## config.mk

```make
export PLATFORM = sky130hd
export DESIGN_NAME = flash_toggle_status
export DESIGN_NICKNAME = d
export VERILOG_FILES = /design/src/rtl/flash_tgl_pkg.sv /design/src/rtl/tgl_read_edge.sv /design/src/rtl/tgl_prot_timer.sv /design/src/rtl/flash_toggle_status.sv
export SDC_FILE = /design/constraint.sdc
export NUM_CORES = 1
export LEC_CHECK = 0
export BUFFER_PORTS_ARGS = -buffer_cell sky130_fd_sc_hd__clkbuf_2
export CAP_MARGIN = 20
export CORE_MARGIN = 1
export CORE_UTILIZATION = 41
export CTS_CLUSTER_SIZE = 24
export DETAILED_ROUTE_END_ITERATION = 7
export HOLD_SLACK_MARGIN = 0.08
export PLACE_DENSITY = 0.65
export SYNTH_ARGS = -nofsm -noshare
export SYNTH_HDL_FRONTEND = slang
export SYNTH_SLANG_ARGS = --single-unit
```

## constraint.sdc

```tcl
create_clock -name clk -period 2.4 [get_ports clk]
set_input_delay 0.72 -clock clk [delete_from_list [all_inputs] [get_ports clk]]
set_output_delay 0.72 -clock clk [all_outputs]
set_load 0.01 [all_outputs]
```

## src/rtl/flash_tgl_pkg.sv

```systemverilog
package flash_tgl_pkg;

    typedef enum logic [2:0] {
        CMD_NONE   = 3'd0,
        CMD_PROG   = 3'd1,
        CMD_ERASE  = 3'd2,
        CMD_SUSP   = 3'd3,
        CMD_RESUME = 3'd4,
        CMD_DONE   = 3'd5
    } tgl_cmd_e;

    typedef enum logic [2:0] {
        ST_IDLE      = 3'd0,
        ST_PROG      = 3'd1,
        ST_ERASE     = 3'd2,
        ST_SUSP      = 3'd3,
        ST_SUSP_PROG = 3'd4,
        ST_PROT      = 3'd5
    } tgl_state_e;

    function automatic logic is_toggling(input tgl_state_e st);
        return (st == ST_PROG) || (st == ST_ERASE) ||
               (st == ST_SUSP_PROG) || (st == ST_PROT);
    endfunction

endpackage

```

## src/rtl/tgl_read_edge.sv

```systemverilog
module tgl_read_edge (
    input  logic clk,
    input  logic rst_n,
    input  logic chip_sel_n,
    input  logic read_en_n,
    input  logic write_en_n,
    output logic rd_edge
);
    typedef struct packed {
        logic act;
    } edge_reg_t;

    edge_reg_t cur_q, nxt_d;
    logic      act_now;

    always_comb begin
        act_now   = !chip_sel_n && !read_en_n && write_en_n;
        nxt_d     = cur_q;
        nxt_d.act = act_now;
        rd_edge   = act_now && !cur_q.act;
    end

    always_ff @(posedge clk or negedge rst_n) begin
        if (!rst_n) cur_q <= '0;
        else        cur_q <= nxt_d;
    end

    // One access, one count.
    p_single_count_r9: assert property (@(posedge clk) disable iff (!rst_n)
        rd_edge |=> !rd_edge);

endmodule

```

## src/rtl/tgl_prot_timer.sv

```systemverilog
module tgl_prot_timer #(
    parameter int CNT_W = 8
) (
    input  logic             clk,
    input  logic             rst_n,
    input  logic             start,
    input  logic [CNT_W-1:0] len,
    output logic             expire
);
    typedef struct packed {
        logic             active;
        logic [CNT_W-1:0] cnt;
    } tmr_reg_t;

    tmr_reg_t cur_q, nxt_d;

    always_comb begin
        nxt_d  = cur_q;
        expire = cur_q.active && (cur_q.cnt == '0);
        if (start) begin
            nxt_d.active = 1'b1;
            nxt_d.cnt    = len;
        end else if (expire) begin
            nxt_d.active = 1'b0;
        end else if (cur_q.active) begin
            nxt_d.cnt = cur_q.cnt - 1'b1;
        end
    end

    always_ff @(posedge clk or negedge rst_n) begin
        if (!rst_n) cur_q <= '0;
        else        cur_q <= nxt_d;
    end

    p_count_down_r6: assert property (@(posedge clk) disable iff (!rst_n)
        (cur_q.active && !expire && !start) |=> (cur_q.cnt == $past(cur_q.cnt) - 1'b1));

    p_expire_once_r7: assert property (@(posedge clk) disable iff (!rst_n)
        (expire && !start) |=> !expire);

endmodule

```

## src/rtl/flash_toggle_status.sv

```systemverilog
module flash_toggle_status
    import flash_tgl_pkg::*;
#(
    parameter int DATA_W       = 8,
    parameter int ADDR_W       = 8,
    parameter int NUM_SECT     = 4,
    parameter int TOG_BIT      = 6,
    parameter int T_PROG_PROT  = 50,
    parameter int T_ERASE_PROT = 5000
) (
    input  logic                clk,
    input  logic                rst_n,
    input  logic                chip_sel_n,
    input  logic                read_en_n,
    input  logic                write_en_n,
    input  logic [ADDR_W-1:0]   addr,
    input  logic [DATA_W-1:0]   array_data,
    input  logic [2:0]          op_cmd,
    input  logic [NUM_SECT-1:0] erase_sel,
    input  logic [NUM_SECT-1:0] sect_prot,
    output logic [DATA_W-1:0]   data_out,
    output logic [NUM_SECT-1:0] erase_eff
);
    localparam int SEC_BITS = (NUM_SECT > 1) ? $clog2(NUM_SECT) : 1;
    localparam int T_MAX    = (T_ERASE_PROT > T_PROG_PROT) ? T_ERASE_PROT : T_PROG_PROT;
    localparam int CNT_W    = $clog2(T_MAX + 1);
    localparam logic [CNT_W-1:0] P_LEN = CNT_W'(T_PROG_PROT - 1);
    localparam logic [CNT_W-1:0] E_LEN = CNT_W'(T_ERASE_PROT - 1);
    localparam logic [DATA_W-1:0] TOG_MASK = DATA_W'(1) << TOG_BIT;

    typedef struct packed {
        tgl_state_e          state;
        logic                tog;
        logic                ret_susp;
        logic [DATA_W-1:0]   dout;
        logic [NUM_SECT-1:0] eff;
    } stat_reg_t;

    stat_reg_t           cur_q, nxt_d;
    tgl_cmd_e            cmd_e;
    logic                rd_edge;
    logic                tmr_start;
    logic [CNT_W-1:0]    tmr_len;
    logic                tmr_expire;
    logic [SEC_BITS-1:0] prog_sec;
    logic                prog_prot;
    logic [NUM_SECT-1:0] eff_w;
    logic                addr_lo_unused;

    function automatic logic [DATA_W-1:0] stat_word(input logic b);
        logic [DATA_W-1:0] w;
        w          = '0;
        w[TOG_BIT] = b;
        return w;
    endfunction

    tgl_read_edge u_edge (
        .clk        (clk),
        .rst_n      (rst_n),
        .chip_sel_n (chip_sel_n),
        .read_en_n  (read_en_n),
        .write_en_n (write_en_n),
        .rd_edge    (rd_edge)
    );

    tgl_prot_timer #(.CNT_W(CNT_W)) u_timer (
        .clk    (clk),
        .rst_n  (rst_n),
        .start  (tmr_start),
        .len    (tmr_len),
        .expire (tmr_expire)
    );

    generate
        if (ADDR_W > SEC_BITS) begin : g_addr_split
            assign addr_lo_unused = ^addr[ADDR_W-SEC_BITS-1:0];
        end else begin : g_addr_all
            assign addr_lo_unused = 1'b0;
        end
    endgenerate

    assign prog_sec  = addr[ADDR_W-1 -: SEC_BITS];
    assign prog_prot = sect_prot[prog_sec];
    assign eff_w     = erase_sel & ~sect_prot;
    assign cmd_e     = (op_cmd <= 3'd5) ? tgl_cmd_e'(op_cmd) : CMD_NONE;

    always_comb begin
        nxt_d     = cur_q;
        tmr_start = 1'b0;
        tmr_len   = P_LEN;

        // Read response, decided by the state at the start of the access.
        if (rd_edge) begin
            if (is_toggling(cur_q.state)) begin
                nxt_d.tog  = ~cur_q.tog;
                nxt_d.dout = stat_word(~cur_q.tog);
            end else if (cur_q.state == ST_SUSP) begin
                nxt_d.dout = stat_word(cur_q.tog);
            end else begin
                nxt_d.dout = array_data;
            end
        end

        case (cur_q.state)
            ST_IDLE: begin
                if (cmd_e == CMD_PROG) begin
                    if (prog_prot) begin
                        nxt_d.state    = ST_PROT;
                        nxt_d.ret_susp = 1'b0;
                        tmr_start      = 1'b1;
                        tmr_len        = P_LEN;
                    end else begin
                        nxt_d.state = ST_PROG;
                    end
                end else if (cmd_e == CMD_ERASE && (|erase_sel)) begin
                    nxt_d.eff = eff_w;
                    if (eff_w == '0) begin
                        nxt_d.state    = ST_PROT;
                        nxt_d.ret_susp = 1'b0;
                        tmr_start      = 1'b1;
                        tmr_len        = E_LEN;
                    end else begin
                        nxt_d.state = ST_ERASE;
                    end
                end
            end
            ST_PROG: begin
                if (cmd_e == CMD_DONE) begin
                    nxt_d.state = ST_IDLE;
                    nxt_d.tog   = 1'b0;
                end
            end
            ST_ERASE: begin
                if (cmd_e == CMD_DONE) begin
                    nxt_d.state = ST_IDLE;
                    nxt_d.tog   = 1'b0;
                end else if (cmd_e == CMD_SUSP) begin
                    nxt_d.state = ST_SUSP;
                end
            end
            ST_SUSP: begin
                if (cmd_e == CMD_PROG) begin
                    if (prog_prot) begin
                        nxt_d.state    = ST_PROT;
                        nxt_d.ret_susp = 1'b1;
                        tmr_start      = 1'b1;
                        tmr_len        = P_LEN;
                    end else begin
                        nxt_d.state = ST_SUSP_PROG;
                    end
                end else if (cmd_e == CMD_RESUME) begin
                    nxt_d.state = ST_ERASE;
                end
            end
            ST_SUSP_PROG: begin
                if (cmd_e == CMD_DONE) begin
                    nxt_d.state = ST_SUSP;
                    nxt_d.tog   = 1'b0;
                end
            end
            ST_PROT: begin
                if (tmr_expire) begin
                    nxt_d.state    = cur_q.ret_susp ? ST_SUSP : ST_IDLE;
                    nxt_d.ret_susp = 1'b0;
                    nxt_d.tog      = 1'b0;
                end
            end
            default: nxt_d.state = ST_IDLE;
        endcase
    end

    always_ff @(posedge clk or negedge rst_n) begin
        if (!rst_n) begin
            cur_q       <= '0;
            cur_q.state <= ST_IDLE;
        end else begin
            cur_q <= nxt_d;
        end
    end

    assign data_out  = cur_q.dout;
    assign erase_eff = cur_q.eff;

    p_flip_on_read_r1: assert property (@(posedge clk) disable iff (!rst_n)
        (rd_edge && is_toggling(cur_q.state)) |=> (data_out[TOG_BIT] != $past(cur_q.tog)));

    p_status_clean_r1: assert property (@(posedge clk) disable iff (!rst_n)
        (rd_edge && cur_q.state != ST_IDLE) |=> ((data_out & ~TOG_MASK) == '0));

    p_idle_array_r2: assert property (@(posedge clk) disable iff (!rst_n)
        (rd_edge && cur_q.state == ST_IDLE) |=> (data_out == $past(array_data)));

    p_done_clears_r3: assert property (@(posedge clk) disable iff (!rst_n)
        (cur_q.state == ST_PROG && cmd_e == CMD_DONE) |=> (!cur_q.tog && cur_q.state == ST_IDLE));

    p_susp_frozen_r4: assert property (@(posedge clk) disable iff (!rst_n)
        (cur_q.state == ST_SUSP && cmd_e != CMD_PROG && cmd_e != CMD_RESUME) |=> $stable(cur_q.tog));

    p_partial_mask_r8: assert property (@(posedge clk) disable iff (!rst_n)
        (cur_q.state == ST_IDLE && cmd_e == CMD_ERASE && (|erase_sel))
            |=> (erase_eff == $past(erase_sel & ~sect_prot)));

endmodule

```

==> key figures <==
Status
  – Outcome: complete, but fails checks
  – Failing checks: DRC

Cells and area
  – Layout cell share with drive strength beyond 1: 0.274
  – Non-filler cells, final: 289
  – Final net count: 270
  – Most frequent cells in the layout: clkbuf_2, dfrtp_1, a21oi_1, xnor2_1, nor2_1
  – Ant. Diodes: 0
  – Commonest non-fill, non-tap cell in the layout: clkbuf_2
  – Filler instances: 428
  – Layout area overhead: 13.2%

STA
  – Crit share post-route: 0.901
  – Setup ws final: 0.239 ns
  – Tmin final: 2.16 ns
  – Final setup violation count: 0
  – Setup TNS: 0 ns
  – Slew HR: 0.476
  – Final hold violation count: 0
  – Clk_skew: 0.00530 ns
  – Slew Limit Fails: 0
  – Worst slew pin tran: 0.786 ns
  – Unrepaired setup endpoints after global routing: false
  – Min Hold Slack: 0.482 ns
  – Fmax: 463 MHz

Clocking
  – CTS Buf Count: 5
  – Clk root buf: clkbuf_8
  – Clk buf depth: 2
  – TritonCTS clock tree: built
  – Reg clk slew, reported paths: 0.07 ns
  – PostCTS Resize Cnt: 0
  – Clock H-tree levels: 2
  – Clock Latency Late Sink: 0.28 ns
  – CTS sink count: 32
  – Setup bufs post-CTS: 0
  – CTS Hold Bufs: 0

Drt
  – Via count: 1,553
  – WL/cell: 13.0 um
  – DRC viols: 3
  – First-pass iteration count of the detailed router: 6
  – DR vias/cell: 5.37
  – Detailed Route WL: 3.76 mm
  – Initial drt markers: 110
  – Antenna Nets Post-Route: 0

Pwr
  – Sw frac: 0.395
  – Peak VDD IR: 0.000577 V
  – Sequential power share: 0.396
  – Clk pwr share: 0.165
  – PwrDens: 1150 nW/um^2
  – Total power: 2560 uW
  – Static Leakage: 0.00100 uW
  – Switching Power: 1010 uW
  – Internal: 1550 uW
  – Power share of the combinational group: 0.439

Floorplanning
  – # IOs: 44
  – Die H: 71.3 um
  – Die area: 5080 um^2
  – Core Area: 4470 um^2
  – Die width: 71.3 um
  – Initial core utilization: 0.440
  – Site Rows: 24

Yosys
  – Mapped Cells: 207
  – Mapped cell area: 1970 um^2
  – Seq/Total Area, Yosys: 0.407
  – Netlist cell types: 47
  – Register bit total from synthesis: 32
  – Post-Syn Nets: 241
  – Mean area per synthesized cell: 9.51 um^2
  – Yosys warning count: 0

Worst setup path
  – Crit. End Element: flop
  – Critical path arrival: 2.33 ns
  – Critical path startpoint category: flop
  – CP required: 2.56 ns
  – CP Class: flop to flop
  – Crit-path max FO: 9

Run
  – Max Cap Viol: 0

Place
  – Placer congestion estimate: 0.773
  – DP HPWL: 2.70 mm
  – Port Buffers: 37
  – Pre-CTS WS: 0.231 ns
  – DP Cell Count: 281

Min path
  – HP Class: flop to flop

Global route
  – Total track usage: 0.169
  – Antenna violations before repair: 0
  – Vias in the first global route: 1,509
  – Largest net degree at the start of global routing: 33
  – First-pass GRT wire length: 6.84 mm
  – Grt total ovfl: 0
## metrics by stage
stage / area (um^2) / utilization
2_1_floorplan: 1970 / -
3_3_place_gp: 2140 / 0.477
3_5_place_dp: 2140 / 0.477
4_1_cts: 2230 / 0.498
5_1_grt: 2230 / 0.498
6_report: 2230 / 0.498
## layout make-up
cell class / instances / area [um^2] / area share
clock inverters: 2 / 10.0 / 0.00449
clock buffers: 6 / 82.6 / 0.0371
repair buffers: 44 / 238 / 0.107
inverters: 2 / 7.51 / 0.00337
well taps: 52 / 65.1 / 0.0292
flip-flops and latches: 32 / 801 / 0.359
multi-input cells: 151 / 1020 / 0.460
## registers in the layout (all words and copies together), names as in the netlist
| signal | cells |
|---|---|
| u_edge.cur_q | 1 |
| erase_eff | 4 |
| u_timer.cur_q | 14 |
| data_out | 8 |
| cur_q | 5 |
## critical path, stage by stage (launching register included)
cell and delay (ns):
dfrtp_1 0.38, or3_1 0.54, or4_4 0.60, nand3_2 0.09, nand3_2 0.10, mux2_1 0.33
## power by group through the flow
stage	Combinational [uW]	Clock, uW	Sequential [uW]
after floorplan	1050	0	923
after global routing	1280	458	1060
final	1120	422	1010
after detailed placement	1120	0	1020
after CTS	1130	439	1010
after global placement	1110	0	1010
## logic make-up after synthesis
kind of cell	count (synthesis)	share of synthesized area
and+or+nand+nor	81	0.236
AOI/OAI and AO/OA	46	0.159
DFF	32	0.407
buffers and inverters	24	0.0731
xor gates and xnor gates	14	0.0623
muxes	8	0.0508
adders and majority gates	2	0.0127
## layer usage
metal  GRT usage  routed length [um]  vias up
li1            -                   -      796
met1       0.235                1960      722
met2       0.258                1610       31
met3      0.0422                 152        4
met4      0.0600                  37        0
met5           0                   0        -
## synth_stat cells (all sizes together)
cell type,instances,area (um^2)
a22oi,2,15.0
nand3,10,60.1
buf,15,110
or4,3,30.0
and3b,1,8.76
nor3,9,45.0
mux2,6,67.6
o21ai,12,60.1
xor2,1,8.76
a21boi,3,22.5
o211ai,1,7.51
or2,2,12.5
nand4,1,6.26
nand3b,3,22.5
o22ai,1,6.26
nand2,10,37.5
nor3b,2,15.0
or3,4,25.0
a31oi,1,6.26
dfrtp,32,801
mux2i,1,10.0
ha,2,25.0
and2,2,12.5
nor2,12,45.0
a22o,7,61.3
nor4,9,62.6
nor2b,10,62.6
a21oi,13,65.1
clkbuf,7,26.3
xnor2,13,114
o41ai,1,27.5
nand2b,3,18.8
a311oi,1,8.76
a211oi,2,15.0
inv,2,7.51
a211o,2,17.5
mux4,1,22.5
## final timing paths
path	from	to	slack (ns)	depth (start not counted)
setup reg to reg	u_timer.cur_q[4]	cur_q[14]	0.24	5
setup / recovery	u_timer.cur_q[4]	cur_q[14]	0.24	5
min in group asynchronous	rst_n	cur_q[13]	0.51	1
max in group asynchronous	rst_n	erase_eff[1]	1.39	1
hold reg to reg	data_out[6]	data_out[6]	0.48	2
hold / removal	data_out[6]	data_out[6]	0.48	2
Note: power is estimated with default switching activity, not from simulation.
